`config.mk`:
```
export PLATFORM = sky130hd
export DESIGN_NAME = cal_clock_timer
export DESIGN_NICKNAME = d
export VERILOG_FILES = /design/src/rtl/ctmr_pkg.sv /design/src/rtl/ctmr_prescaler.sv /design/src/rtl/ctmr_unit_cnt.sv /design/src/rtl/ctmr_irq.sv /design/src/rtl/cal_clock_timer.sv
export SDC_FILE = /design/constraint.sdc
export NUM_CORES = 1
export LEC_CHECK = 0
export ABC_AREA = 1
export BUFFER_PORTS_ARGS = -buffer_cell sky130_fd_sc_hd__buf_2
export CORE_AREA = 3 3 115 106
export DETAILED_ROUTE_END_ITERATION = 12
export DIE_AREA = 0 0 118 109
export SLEW_MARGIN = 20
export SYNTH_ARGS = -nofsm -noshare
export SYNTH_HDL_FRONTEND = slang
export SYNTH_SLANG_ARGS = --single-unit
```
`constraint.sdc`:
```
create_clock -name clk -period 2.4 [get_ports clk]
set_input_delay 0.24 -clock clk [delete_from_list [all_inputs] [get_ports clk]]
set_output_delay 0.24 -clock clk [all_outputs]
set_load 0.02 [all_outputs]
```
`src/rtl/ctmr_pkg.sv`:
```
package ctmr_pkg;
  localparam int ADDR_W   = 4;
  localparam int DATA_W   = 8;
  localparam int DIV_W    = 8;
  localparam int SEC_W    = 6;
  localparam int MIN_W    = 6;
  localparam int HOUR_W   = 5;
  localparam int DAY_W    = 16;
  localparam int DAYCMP_W = 5;

  localparam logic [ADDR_W-1:0] A_CTRL  = 4'h0;
  localparam logic [ADDR_W-1:0] A_CFG   = 4'h1;
  localparam logic [ADDR_W-1:0] A_STAT  = 4'h2;
  localparam logic [ADDR_W-1:0] A_DIV   = 4'h3;
  localparam logic [ADDR_W-1:0] A_SEC   = 4'h4;
  localparam logic [ADDR_W-1:0] A_MIN   = 4'h5;
  localparam logic [ADDR_W-1:0] A_HOUR  = 4'h6;
  localparam logic [ADDR_W-1:0] A_DLO   = 4'h7;
  localparam logic [ADDR_W-1:0] A_DHI   = 4'h8;
  localparam logic [ADDR_W-1:0] A_CMIN  = 4'h9;
  localparam logic [ADDR_W-1:0] A_CHOUR = 4'hA;
  localparam logic [ADDR_W-1:0] A_CDAY  = 4'hB;

  typedef enum logic [2:0] {
    PS_32HZ = 3'b000, PS_8HZ = 3'b001, PS_2HZ = 3'b010, PS_1HZ = 3'b011,
    PS_MIN  = 3'b100, PS_HOUR = 3'b101, PS_DAY = 3'b110, PS_NONE = 3'b111
  } psel_e;

  typedef enum logic [1:0] {
    AS_NONE = 2'b00, AS_MIN = 2'b01, AS_MIN_HOUR = 2'b10, AS_FULL = 2'b11
  } asel_e;
endpackage

```
`src/rtl/ctmr_prescaler.sv`:
```
module ctmr_prescaler #(
  parameter int W = 8
) (
  input  logic         clk,
  input  logic         rst_n,
  input  logic         adv,
  output logic [W-1:0] cnt,
  output logic [W-1:0] fall,
  output logic         carry
);
  always_ff @(posedge clk or negedge rst_n) begin
    if (!rst_n)   cnt <= '0;
    else if (adv) cnt <= cnt + W'(1);
  end

  // tap k falls when bits k..0 are all ones on an advancing step
  for (genvar k = 0; k < W; k++) begin : g_tap
    assign fall[k] = adv & (&cnt[k:0]);
  end

  assign carry = fall[W-1];


  presc_hold_chk: assert property (@(posedge clk) disable iff (!rst_n)
    !adv |=> $stable(cnt));

  presc_wrap_chk: assert property (@(posedge clk) disable iff (!rst_n)
    carry |=> cnt == '0);
endmodule

```
`src/rtl/ctmr_unit_cnt.sv`:
```
module ctmr_unit_cnt #(
  parameter int           W       = 6,
  parameter logic [W-1:0] LAST    = '1,
  parameter bit           HAS_RST = 1'b0
) (
  input  logic         clk,
  input  logic         rst_n,
  input  logic         adv,
  input  logic         ld,
  input  logic [W-1:0] ld_val,
  output logic [W-1:0] val,
  output logic         carry
);
  logic [W-1:0] nxt;

  always_comb begin
    nxt = val;
    if (ld)       nxt = ld_val;
    else if (adv) nxt = (val >= LAST) ? '0 : val + W'(1);
  end

  if (HAS_RST) begin : g_rst
    always_ff @(posedge clk or negedge rst_n) begin
      if (!rst_n) val <= '0;
      else        val <= nxt;
    end
  end else begin : g_norst
    always_ff @(posedge clk) val <= nxt;
  end

  assign carry = adv & ~ld & (val >= LAST);


  unit_wrap_chk: assert property (@(posedge clk) disable iff (!rst_n)
    (adv && !ld && val >= LAST) |=> val == '0);

  unit_load_chk: assert property (@(posedge clk) disable iff (!rst_n)
    ld |=> val == $past(ld_val));

  unit_hold_chk: assert property (@(posedge clk) disable iff (!rst_n)
    (!adv && !ld) |=> $stable(val));
endmodule

```
`src/rtl/ctmr_irq.sv`:
```
module ctmr_irq
  import ctmr_pkg::*;
(
  input  logic                clk,
  input  logic                rst_n,
  input  psel_e               p_sel,
  input  asel_e               a_sel,
  input  logic                p_en,
  input  logic                a_en,
  input  logic [DIV_W-1:0]    tap_fall,
  input  logic                min_evt,
  input  logic                hour_evt,
  input  logic                day_evt,
  input  logic [MIN_W-1:0]    cur_min,
  input  logic [HOUR_W-1:0]   cur_hour,
  input  logic [DAYCMP_W-1:0] cur_day,
  input  logic [MIN_W-1:0]    cmp_min,
  input  logic [HOUR_W-1:0]   cmp_hour,
  input  logic [DAYCMP_W-1:0] cmp_day,
  input  logic [1:0]          clr,
  output logic                p_flag,
  output logic                a_flag
);
  logic [2:0] tap_idx;
  logic       p_evt, p_hit;
  logic       a_match, a_match_q, a_hit;

  // prescaler taps 2,4,6 for selects 0..2, tap 7 for 1 Hz
  assign tap_idx = (p_sel == PS_1HZ) ? 3'd7 : {p_sel[1:0], 1'b0} + 3'd2;

  always_comb begin
    case (p_sel)
      PS_MIN:  p_evt = min_evt;
      PS_HOUR: p_evt = hour_evt;
      PS_DAY:  p_evt = day_evt;
      PS_NONE: p_evt = 1'b0;
      default: p_evt = tap_fall[tap_idx];
    endcase
  end

  assign p_hit = p_en & p_evt;

  always_comb begin
    case (a_sel)
      AS_MIN:      a_match = (cur_min == cmp_min);
      AS_MIN_HOUR: a_match = (cur_min == cmp_min) && (cur_hour == cmp_hour);
      AS_FULL:     a_match = (cur_min == cmp_min) && (cur_hour == cmp_hour)
                             && (cur_day == cmp_day);
      default:     a_match = 1'b0;
    endcase
  end

  assign a_hit = a_en & a_match & ~a_match_q;

  always_ff @(posedge clk or negedge rst_n) begin
    if (!rst_n) begin
      p_flag    <= 1'b0;
      a_flag    <= 1'b0;
      a_match_q <= 1'b0;
    end else begin
      a_match_q <= a_match;
      if (p_hit)       p_flag <= 1'b1;
      else if (clr[0]) p_flag <= 1'b0;
      if (a_hit)       a_flag <= 1'b1;
      else if (clr[1]) a_flag <= 1'b0;
    end
  end


  pirq_gate_chk: assert property (@(posedge clk) disable iff (!rst_n)
    !p_en |=> !$rose(p_flag));

  pflag_clear_chk: assert property (@(posedge clk) disable iff (!rst_n)
    (clr[0] && !p_hit) |=> !p_flag);

  aflag_clear_chk: assert property (@(posedge clk) disable iff (!rst_n)
    (clr[1] && !a_hit) |=> !a_flag);

  alarm_off_chk: assert property (@(posedge clk) disable iff (!rst_n)
    (a_sel == AS_NONE) |=> !$rose(a_flag));
endmodule

```
`src/rtl/cal_clock_timer.sv`:
```
module cal_clock_timer
  import ctmr_pkg::*;
(
  input  logic              clk,
  input  logic              rst_n,
  input  logic              tick_256hz,
  input  logic [ADDR_W-1:0] bus_addr,
  input  logic [DATA_W-1:0] bus_wdata,
  input  logic              bus_we,
  output logic [DATA_W-1:0] bus_rdata,
  output logic              periodic_irq,
  output logic              alarm_irq
);
  logic                run_q, pen_q, aen_q;
  psel_e               psel_q;
  asel_e               asel_q;
  logic [MIN_W-1:0]    cmp_min_q;
  logic [HOUR_W-1:0]   cmp_hour_q;
  logic [DAYCMP_W-1:0] cmp_day_q;

  logic wr_ctrl, wr_cfg, wr_stat, wr_sec, wr_min, wr_hour, wr_dlo, wr_dhi;
  logic wr_cmin, wr_chour, wr_cday;

  assign wr_ctrl  = bus_we && bus_addr == A_CTRL;
  assign wr_cfg   = bus_we && bus_addr == A_CFG;
  assign wr_stat  = bus_we && bus_addr == A_STAT;
  assign wr_sec   = bus_we && bus_addr == A_SEC;
  assign wr_min   = bus_we && bus_addr == A_MIN;
  assign wr_hour  = bus_we && bus_addr == A_HOUR;
  assign wr_dlo   = bus_we && bus_addr == A_DLO;
  assign wr_dhi   = bus_we && bus_addr == A_DHI;
  assign wr_cmin  = bus_we && bus_addr == A_CMIN;
  assign wr_chour = bus_we && bus_addr == A_CHOUR;
  assign wr_cday  = bus_we && bus_addr == A_CDAY;

  // registers left without reset
  always_ff @(posedge clk) begin
    if (wr_ctrl)  run_q <= bus_wdata[0];
    if (wr_cfg) begin
      psel_q <= psel_e'(bus_wdata[2:0]);
      asel_q <= asel_e'(bus_wdata[4:3]);
    end
    if (wr_cmin)  cmp_min_q  <= bus_wdata[MIN_W-1:0];
    if (wr_chour) cmp_hour_q <= bus_wdata[HOUR_W-1:0];
    if (wr_cday)  cmp_day_q  <= bus_wdata[DAYCMP_W-1:0];
  end

  always_ff @(posedge clk or negedge rst_n) begin
    if (!rst_n) begin
      pen_q <= 1'b0;
      aen_q <= 1'b0;
    end else if (wr_cfg) begin
      pen_q <= bus_wdata[5];
      aen_q <= bus_wdata[6];
    end
  end

  logic [DIV_W-1:0]  div_cnt, div_fall;
  logic              div_carry, sec_carry, min_carry, hour_carry, day_carry;
  logic [SEC_W-1:0]  sec;
  logic [MIN_W-1:0]  minute;
  logic [HOUR_W-1:0] hour;
  logic [DAY_W-1:0]  day, day_ld_val;

  ctmr_prescaler #(.W(DIV_W)) u_presc (
    .clk(clk), .rst_n(rst_n), .adv(tick_256hz & run_q),
    .cnt(div_cnt), .fall(div_fall), .carry(div_carry)
  );

  ctmr_unit_cnt #(.W(SEC_W), .LAST(6'd59), .HAS_RST(1'b1)) u_sec (
    .clk(clk), .rst_n(rst_n), .adv(div_carry), .ld(1'b0), .ld_val('0),
    .val(sec), .carry(sec_carry)
  );

  ctmr_unit_cnt #(.W(MIN_W), .LAST(6'd59), .HAS_RST(1'b0)) u_min (
    .clk(clk), .rst_n(rst_n), .adv(sec_carry), .ld(wr_min),
    .ld_val(bus_wdata[MIN_W-1:0]), .val(minute), .carry(min_carry)
  );

  ctmr_unit_cnt #(.W(HOUR_W), .LAST(5'd23), .HAS_RST(1'b0)) u_hour (
    .clk(clk), .rst_n(rst_n), .adv(min_carry), .ld(wr_hour),
    .ld_val(bus_wdata[HOUR_W-1:0]), .val(hour), .carry(hour_carry)
  );

  assign day_ld_val = wr_dhi ? {bus_wdata, day[7:0]} : {day[15:8], bus_wdata};

  ctmr_unit_cnt #(.W(DAY_W), .LAST('1), .HAS_RST(1'b0)) u_day (
    .clk(clk), .rst_n(rst_n), .adv(hour_carry), .ld(wr_dlo | wr_dhi),
    .ld_val(day_ld_val), .val(day), .carry(day_carry)
  );

  ctmr_irq u_irq (
    .clk(clk), .rst_n(rst_n), .p_sel(psel_q), .a_sel(asel_q),
    .p_en(pen_q), .a_en(aen_q), .tap_fall(div_fall),
    .min_evt(sec_carry), .hour_evt(min_carry), .day_evt(hour_carry),
    .cur_min(minute), .cur_hour(hour), .cur_day(day[DAYCMP_W-1:0]),
    .cmp_min(cmp_min_q), .cmp_hour(cmp_hour_q), .cmp_day(cmp_day_q),
    .clr({2{wr_stat}} & bus_wdata[1:0]),
    .p_flag(periodic_irq), .a_flag(alarm_irq)
  );

  always_comb begin
    bus_rdata = '0;
    case (bus_addr)
      A_CTRL:  bus_rdata[0] = run_q;
      A_CFG:   bus_rdata[6:0] = {aen_q, pen_q, asel_q, psel_q};
      A_STAT:  bus_rdata[1:0] = {alarm_irq, periodic_irq};
      A_DIV:   bus_rdata = div_cnt;
      A_SEC:   bus_rdata[SEC_W-1:0] = sec;
      A_MIN:   bus_rdata[MIN_W-1:0] = minute;
      A_HOUR:  bus_rdata[HOUR_W-1:0] = hour;
      A_DLO:   bus_rdata = day[7:0];
      A_DHI:   bus_rdata = day[15:8];
      A_CMIN:  bus_rdata[MIN_W-1:0] = cmp_min_q;
      A_CHOUR: bus_rdata[HOUR_W-1:0] = cmp_hour_q;
      A_CDAY:  bus_rdata[DAYCMP_W-1:0] = cmp_day_q;
      default: bus_rdata = '0;
    endcase
  end


  day_wrap_chk: assert property (@(posedge clk) disable iff (!rst_n)
    day_carry |=> day == '0);

  sec_ro_chk: assert property (@(posedge clk) disable iff (!rst_n)
    (wr_sec && !div_carry) |=> $stable(sec));
endmodule

```
; Word-level counts from Yosys, hierarchy flattened
; Cells that the tools add are included.
[totals]
in_bits = 16
ff_bits = 68
wordCells = 127
[op_classes]
reduce_logical = 27
bitwise = 22
n_eq_ne = 24
magnitude_cmp = 5
muxes = 26
n_addsub = 6
[ops]
columns = op, count
row1 = $mux W16, 4
row2 = $pmux W3 S10, 1
row3 = $mux W6, 4
row4 = $and A1 B1 Y1, 17
row5 = $add A16 B1 Y16 const B, 1
row6 = $eq A4 B3 Y1 const B, 4
row7 = $eq A4 B4 Y1 const B, 4
row8 = $ge A16 B16 Y1 const B, 1
row9 = $mux W5, 3
row10 = $add A6 B1 Y6 const B, 2
row11 = $eq A3 B3 Y1 const B, 4
row12 = $ge A6 B6 Y1 const B, 2
row13 = $logic_and A1 B1 Y1, 12
row14 = $pmux W1 S12, 1
row15 = $pmux W1 S11, 1
row16 = $eq A5 B5 Y1, 2
row17 = $reduce_bool A2 Y1, 5
row18 = $add A8 B1 Y8 const B, 1
row19 = $eq A4 B2 Y1 const B, 2
row20 = $pmux W1 S4, 2
row21 = $reduce_and A8 Y1, 1
row22 = $pmux W1 S7, 1
row23 = $reduce_and A7 Y1, 1
row24 = $eq A6 B6 Y1, 1
row25 = 22 further kinds, 33

; Depth between registers and ports, before layout
[logic_depth]
word_depth = 10
ltp_mapped = 14
mapped_depth_nobuf = 14

; Hierarchy
; Synthesis repeated with hierarchy kept, for this count alone.
[hier_totals]
hier_cells = 694
area_unflattened_um2 = 5175.0
[modules_own_cells]
columns = mod, area_per_inst_um2, cells_per_inst, seq_area_each_um2, instances
row1 = cal_clock_timer, 1915.6, 257, 710.7, 1
row2 = ctmr_unit_cnt (u_day), 1088.5, 142, 480.5, 1
row3 = ctmr_prescaler, 525.5, 64, 200.2, 1
row4 = ctmr_irq, 513.0, 89, 75.1, 1
row5 = ctmr_unit_cnt (u_min), 392.9, 49, 180.2, 1
row6 = ctmr_unit_cnt (u_sec), 391.6, 50, 150.1, 1
row7 = ctmr_unit_cnt (u_hour), 347.8, 43, 150.1, 1

; Worst setup path after synthesis
; No wires, ideal clock.
[synth_path]
kind = register -> register
from = reg u_presc.cnt[0]
to = reg u_min.val[0] (enable)
setup_time_ns = 0.377
path_slack_ns = 0.477
path_stages_with_launch = 7
period_less_slack_ns = 1.923
n_path_buf = 1
arrival_time_ns = 1.546
path_cell_list = dfrtp_1 ha_1 nand3_1 nor2_1 nand3_1 buf_2 o21ai_0
[synth_via]
elab_chain_len = 4
[synth_rtl]
columns = item, line
row1 = "start, declared", ctmr_prescaler.sv:7  ; output logic [W-1:0] cnt,
row2 = "start signal, assigned", ctmr_prescaler.sv:13  ; else if (adv) cnt <= cnt + W'(1);
row3 = $reduce_and A8 Y1, ctmr_prescaler.sv:18  ; assign fall[k] = adv & (&cnt[k:0]);
row4 = $and A1 B1 Y1, ctmr_prescaler.sv:18
row5 = $and A1 B1 Y1, ctmr_unit_cnt.sv:31  ; assign carry = adv & ~ld & (val >= LAST);
row6 = $reduce_bool A2 Y1 (no line), --
row7 = "end signal, assigned", ctmr_unit_cnt.sv:28  ; always_ff @(posedge clk) val <= nxt;
row8 = "end, declared", ctmr_unit_cnt.sv:11  ; output logic [W-1:0] val,
; Every way passes these cells.
; A chain may end at the register's enable or synchronous reset.

; Worst setup path after layout
[layout_path]
from = in bus_addr[3]
to = out bus_rdata[4]
[layout_via]
elab_chain_len = 2
elab_cells_between_ends = 11
[layout_rtl]
columns = item, line
row1 = "start, declared", cal_clock_timer.sv:7  ; input logic [ADDR_W-1:0] bus_addr,
row2 = "$eq A4 B4 Y1, or another cell as far along", cal_clock_timer.sv:104  ; case (bus_addr)
row3 = $pmux W3 S10 *, cal_clock_timer.sv:104
row4 = "end, declared", cal_clock_timer.sv:10  ; output logic [DATA_W-1:0] bus_rdata,
; Mark *: on every way between the ends. The rest lies on a longest branch, timed or not.

==> out/qor.json <==
{
  "fin_worst_skew": {"value": 0.00725, "unit": "ns"},
  "required_arrival_time_at_the_worst_endpoint": {"value": 2.16, "unit": "ns"},
  "drt-vias-per-instance": {"value": 5.45},
  "timing.rr.start": {"value": "u_sec.val[1]"},
  "fin_crit_sh": {"value": 0.893},
  "reg2reg_to": {"value": "u_day.val[7]"},
  "critical_path.n_buffers_inverters": {"value": 5},
  "postPlaceCellArea": {"value": 4740, "unit": "µm²"},
  "routed-via-count": {"value": 3958},
  "grt_usage": {"value": 0.218},
  "mappedNetlistArea": {"value": 4410, "unit": "µm²"},
  "total_detailed_routing_wirelength": {"value": 13.6, "unit": "mm"},
  "synthFlopType": {"value": "sky130_fd_sc_hd__edfxtp_1"},
  "max_freq": {"value": 0.467, "unit": "GHz"},
  "ios": {"value": 26},
  "worst_slew_margin_rel": {"value": 0.649},
  "filler_cell_count": {"value": 1060},
  "path_cells": {"value": "buf_2 -> inv_1 -> ha_1 -> nand3_4 -> buf_4 -> o22ai_1 -> nor2_1 -> nand4_1 -> nand2_1 -> inv_1 -> buf_2"},
  "critPathLaunchType": {"value": "input pin"},
  "max_cap_viols": {"value": 0},
  "initial_core_util": {"value": 0.402},
  "outcome": {"value": "complete, no violations"},
  "met1Wirelength": {"value": 6.26, "unit": "mm"},
  "synth-edff-count": {"value": 49},
  "report.final.slew_viol_count": {"value": 0},
  "critPathCaptureType": {"value": "output pin"},
  "drt.antenna.violating_nets": {"value": 0},
  "synth_area_leaders": {"value": "sky130_fd_sc_hd__edfxtp_1 (33%), sky130_fd_sc_hd__dfrtp_1 (11%), sky130_fd_sc_hd__nand2_1 (8.3%), sky130_fd_sc_hd__inv_1 (6.9%), sky130_fd_sc_hd__nand3_1 (5.2%)"},
  "routability_cong": {"value": 0.971},
  "timing.reg2reg.worst_path_depth": {"value": 7},
  "synthesis_to_finish_area_growth": {"value": 16.3, "unit": "%"},
  "path_delay_family": {"value": "buffers and inverters"},
  "grt_first_pass_wirelength": {"value": 21.0, "unit": "mm"},
  "layout-drive-gt1-share": {"value": 0.138},
  "routed_wire_length_per_instance": {"value": 18.7, "unit": "µm"},
  "critical_path.max_stage_delay": {"value": 0.49, "unit": "ns"},
  "worstPathMaxFanout": {"value": 9},
  "post_cts_resize_count": {"value": 0},
  "layout_commonest_cell": {"value": "sky130_fd_sc_hd__nand2_1"},
  "min_path_cells": {"value": 3},
  "antenna_violations_before_repair": {"value": 0},
  "yosys_register_bits": {"value": 68},
  "hold_violations": {"value": 0},
  "placement.io_buffers": {"value": 25},
  "synth_top_area_share": {"value": 0.334},
  "ys_async_sr_fraction": {"value": 0.279},
  "pin_count_of_the_biggest_net_entering_global_routing": {"value": 20},
  "critPathCapture": {"value": "bus_rdata[4]"},
  "finish.net_count": {"value": 601},
  "p_leak": {"value": 2.35, "unit": "nW"},
  "drt_first_iter_violations": {"value": 353},
  "cts-root-buf": {"value": "sky130_fd_sc_hd__clkbuf_16"},
  "yosysSeqAreaShare": {"value": 0.442},
  "cts.sinks": {"value": 68},
  "worst_skew_pair.late_latency": {"value": 0.34, "unit": "ns"},
  "route.met3.wl": {"value": 960, "unit": "µm"},
  "hold_path.class": {"value": "input pin to register"},
  "layout.cell_area.non_filler": {"value": 5120, "unit": "µm²"},
  "layout_common_cells": {"value": "sky130_fd_sc_hd__nand2_1 (98), sky130_fd_sc_hd__inv_1 (81), sky130_fd_sc_hd__edfxtp_1 (49)"},
  "vdd.ir_drop.worst": {"value": 520, "unit": "µV"},
  "die_width": {"value": 118, "unit": "µm"},
  "grt_setup_unrepaired": {"value": "false"},
  "hpwl": {"value": 10.8, "unit": "mm"},
  "worst_tran_pin_value": {"value": 0.527, "unit": "ns"},
  "syn-num-nets": {"value": 562},
  "finalSetupTns": {"value": 0, "unit": "ns"},
  "floorplan.rows": {"value": 36},
  "route.met2.wl": {"value": 6.07, "unit": "mm"},
  "tritoncts_clock_tree": {"value": "done"},
  "timing.final.crit_period": {"value": 2.14, "unit": "ns"},
  "grt_pass1_vias": {"value": 3681},
  "cts-htree-levels": {"value": 3},
  "cts_buf_count": {"value": 9},
  "post-route-util": {"value": 0.468},
  "cell_taking_the_most_area_after_synthesis": {"value": "sky130_fd_sc_hd__edfxtp_1"},
  "cts.reportedPaths.clkPinSlew": {"value": 0.06, "unit": "ns"},
  "p_per_area": {"value": 673, "unit": "nW/µm²"},
  "drcViolationCount": {"value": 0},
  "die_area": {"value": 12900, "unit": "µm²"},
  "timing.final.setup_violations": {"value": 0},
  "yosys_warnings": {"value": 0},
  "diodes": {"value": 0},
  "path_depth": {"value": 11},
  "core_ar": {"value": 10900, "unit": "µm²"},
  "synthCells": {"value": 530},
  "cts-root-to-sink-buffers": {"value": 2},
  "overflow": {"value": 0},
  "cp.arrival": {"value": 1.90, "unit": "ns"},
  "highest_metal_layer_with_signal_wires": {"value": "met4"},
  "synth_area_per_cell": {"value": 8.31, "unit": "µm²"},
  "critPathLaunch": {"value": "bus_addr[3]"},
  "detailedRoute.firstPassIterationCount": {"value": 5},
  "worst-setup-path-type": {"value": "input pin to output pin"},
  "die_height": {"value": 109, "unit": "µm"},
  "synth_cell_type_count": {"value": 43},
  "ff2ff_setup_slack": {"value": 0.36, "unit": "ns"},
  "critPathSlowestCell": {"value": "sky130_fd_sc_hd__ha_1"}
}
-- what timing repair did --
action,in CTS,in global routing
buffers inserted,0,0
setup endpoints to repair,0,0
hold endpoints to repair,19,0
hold buffers,1,0
-- cell usage after synthesis, types with 2 or more instances --
library cell,n
sky130_fd_sc_hd__o2111a_1,2
sky130_fd_sc_hd__inv_1,81
sky130_fd_sc_hd__nand3_1,46
sky130_fd_sc_hd__nor3_1,13
sky130_fd_sc_hd__o221ai_1,3
sky130_fd_sc_hd__xnor2_1,5
sky130_fd_sc_hd__dfrtp_1,19
sky130_fd_sc_hd__nor3b_1,3
sky130_fd_sc_hd__o211ai_1,3
sky130_fd_sc_hd__nor2_4,6
sky130_fd_sc_hd__o21ai_1,20
sky130_fd_sc_hd__edfxtp_1,49
sky130_fd_sc_hd__nor2_1,46
sky130_fd_sc_hd__nand2_2,2
sky130_fd_sc_hd__nand2_4,3
sky130_fd_sc_hd__nand2_1,98
sky130_fd_sc_hd__a21oi_1,5
sky130_fd_sc_hd__nand3b_1,5
sky130_fd_sc_hd__nand4_1,13
sky130_fd_sc_hd__nor4_1,2
sky130_fd_sc_hd__xor2_1,13
sky130_fd_sc_hd__a22oi_1,2
sky130_fd_sc_hd__o22ai_1,24
sky130_fd_sc_hd__o21ai_0,19
sky130_fd_sc_hd__buf_6,2
sky130_fd_sc_hd__buf_2,4
sky130_fd_sc_hd__ha_1,16
sky130_fd_sc_hd__inv_2,7
sky130_fd_sc_hd__or2_2,2
sky130_fd_sc_hd__o31ai_1,2
sky130_fd_sc_hd__nor2_2,3
-- routing by layer --
metal	up-vias	GRT usage
met5	-	0
met4	0	0.0795
met3	21	0.0394
met2	179	0.339
met1	1871	0.307
li1	1887	-
-- flip-flops by register name (all words and copies together) (netlist names), 2 cells and up --
signal       flops
u_presc.cnt      8
cmp_min_q        6
u_sec.val        6
u_day.val       16
cmp_day_q        5
cmp_hour_q       5
u_hour.val       5
asel_q           2
psel_q           3
u_min.val        6
-- worst min path at each step --
stage	end	slack [ns]	start
floorplan	aen_q	-0.06	rst_n
global placement	u_sec.val[4]	0.21	rst_n
detailed placement	u_sec.val[2]	0.21	rst_n
CTS	aen_q	0.18	bus_wdata[6]
global route	cmp_hour_q[4]	0.19	bus_wdata[4]
finish	aen_q	0.18	bus_wdata[6]
-- where the power goes --
| part | switching, mW | total, mW | internal, mW | leakage, nW |
|---|---|---|---|---|
| clock | 0.537 | 1.66 | 1.13 | 0.180 |
| sequential | 0.0731 | 1.41 | 1.33 | 0.667 |
| combinational | 0.254 | 0.377 | 0.123 | 1.50 |
| total | 0.865 | 3.45 | 2.58 | 2.35 |
-- per-stage QoR --
stage / setup WS [ns] / hold slack, ns / std cells / total power [mW]
finish: 0.257 / 0.184 / 726 / 3.45
global route: 0.134 / 0.189 / 726 / 3.57
CTS: 0.307 / 0.181 / 726 / 3.46
detailed placement: 0.221 / 0.215 / 709 / 1.80
global placement: 0.226 / 0.210 / 709 / 1.79
floorplan: 0.477 / -0.0556 / 530 / 1.64
-- worst min-delay path, stage by stage --
cell                      delay [ns]
sky130_fd_sc_hd__buf_2          0.11
sky130_fd_sc_hd__nand2_1        0.05
sky130_fd_sc_hd__o21ai_0        0.07
-- cell families after synthesis --
group | after synthesis | share of synthesized area
simple gates | 247 | 0.273
buf+inv | 96 | 0.0875
compound gates | 85 | 0.117
flops | 68 | 0.442
xor+xnor | 18 | 0.0358
fa+ha+maj | 16 | 0.0454
-- final cells by class --
type,instances,area [µm²],share of cell area
clock inverters,7,146,0.0286
inverters,89,339,0.0662
well taps,152,190,0.0371
repair buffers,35,203,0.0396
clock buffers,9,225,0.0440
multi-input cells,366,2070,0.405
flip-flops and latches,68,1950,0.380
(Power assumes the default switching activity.)
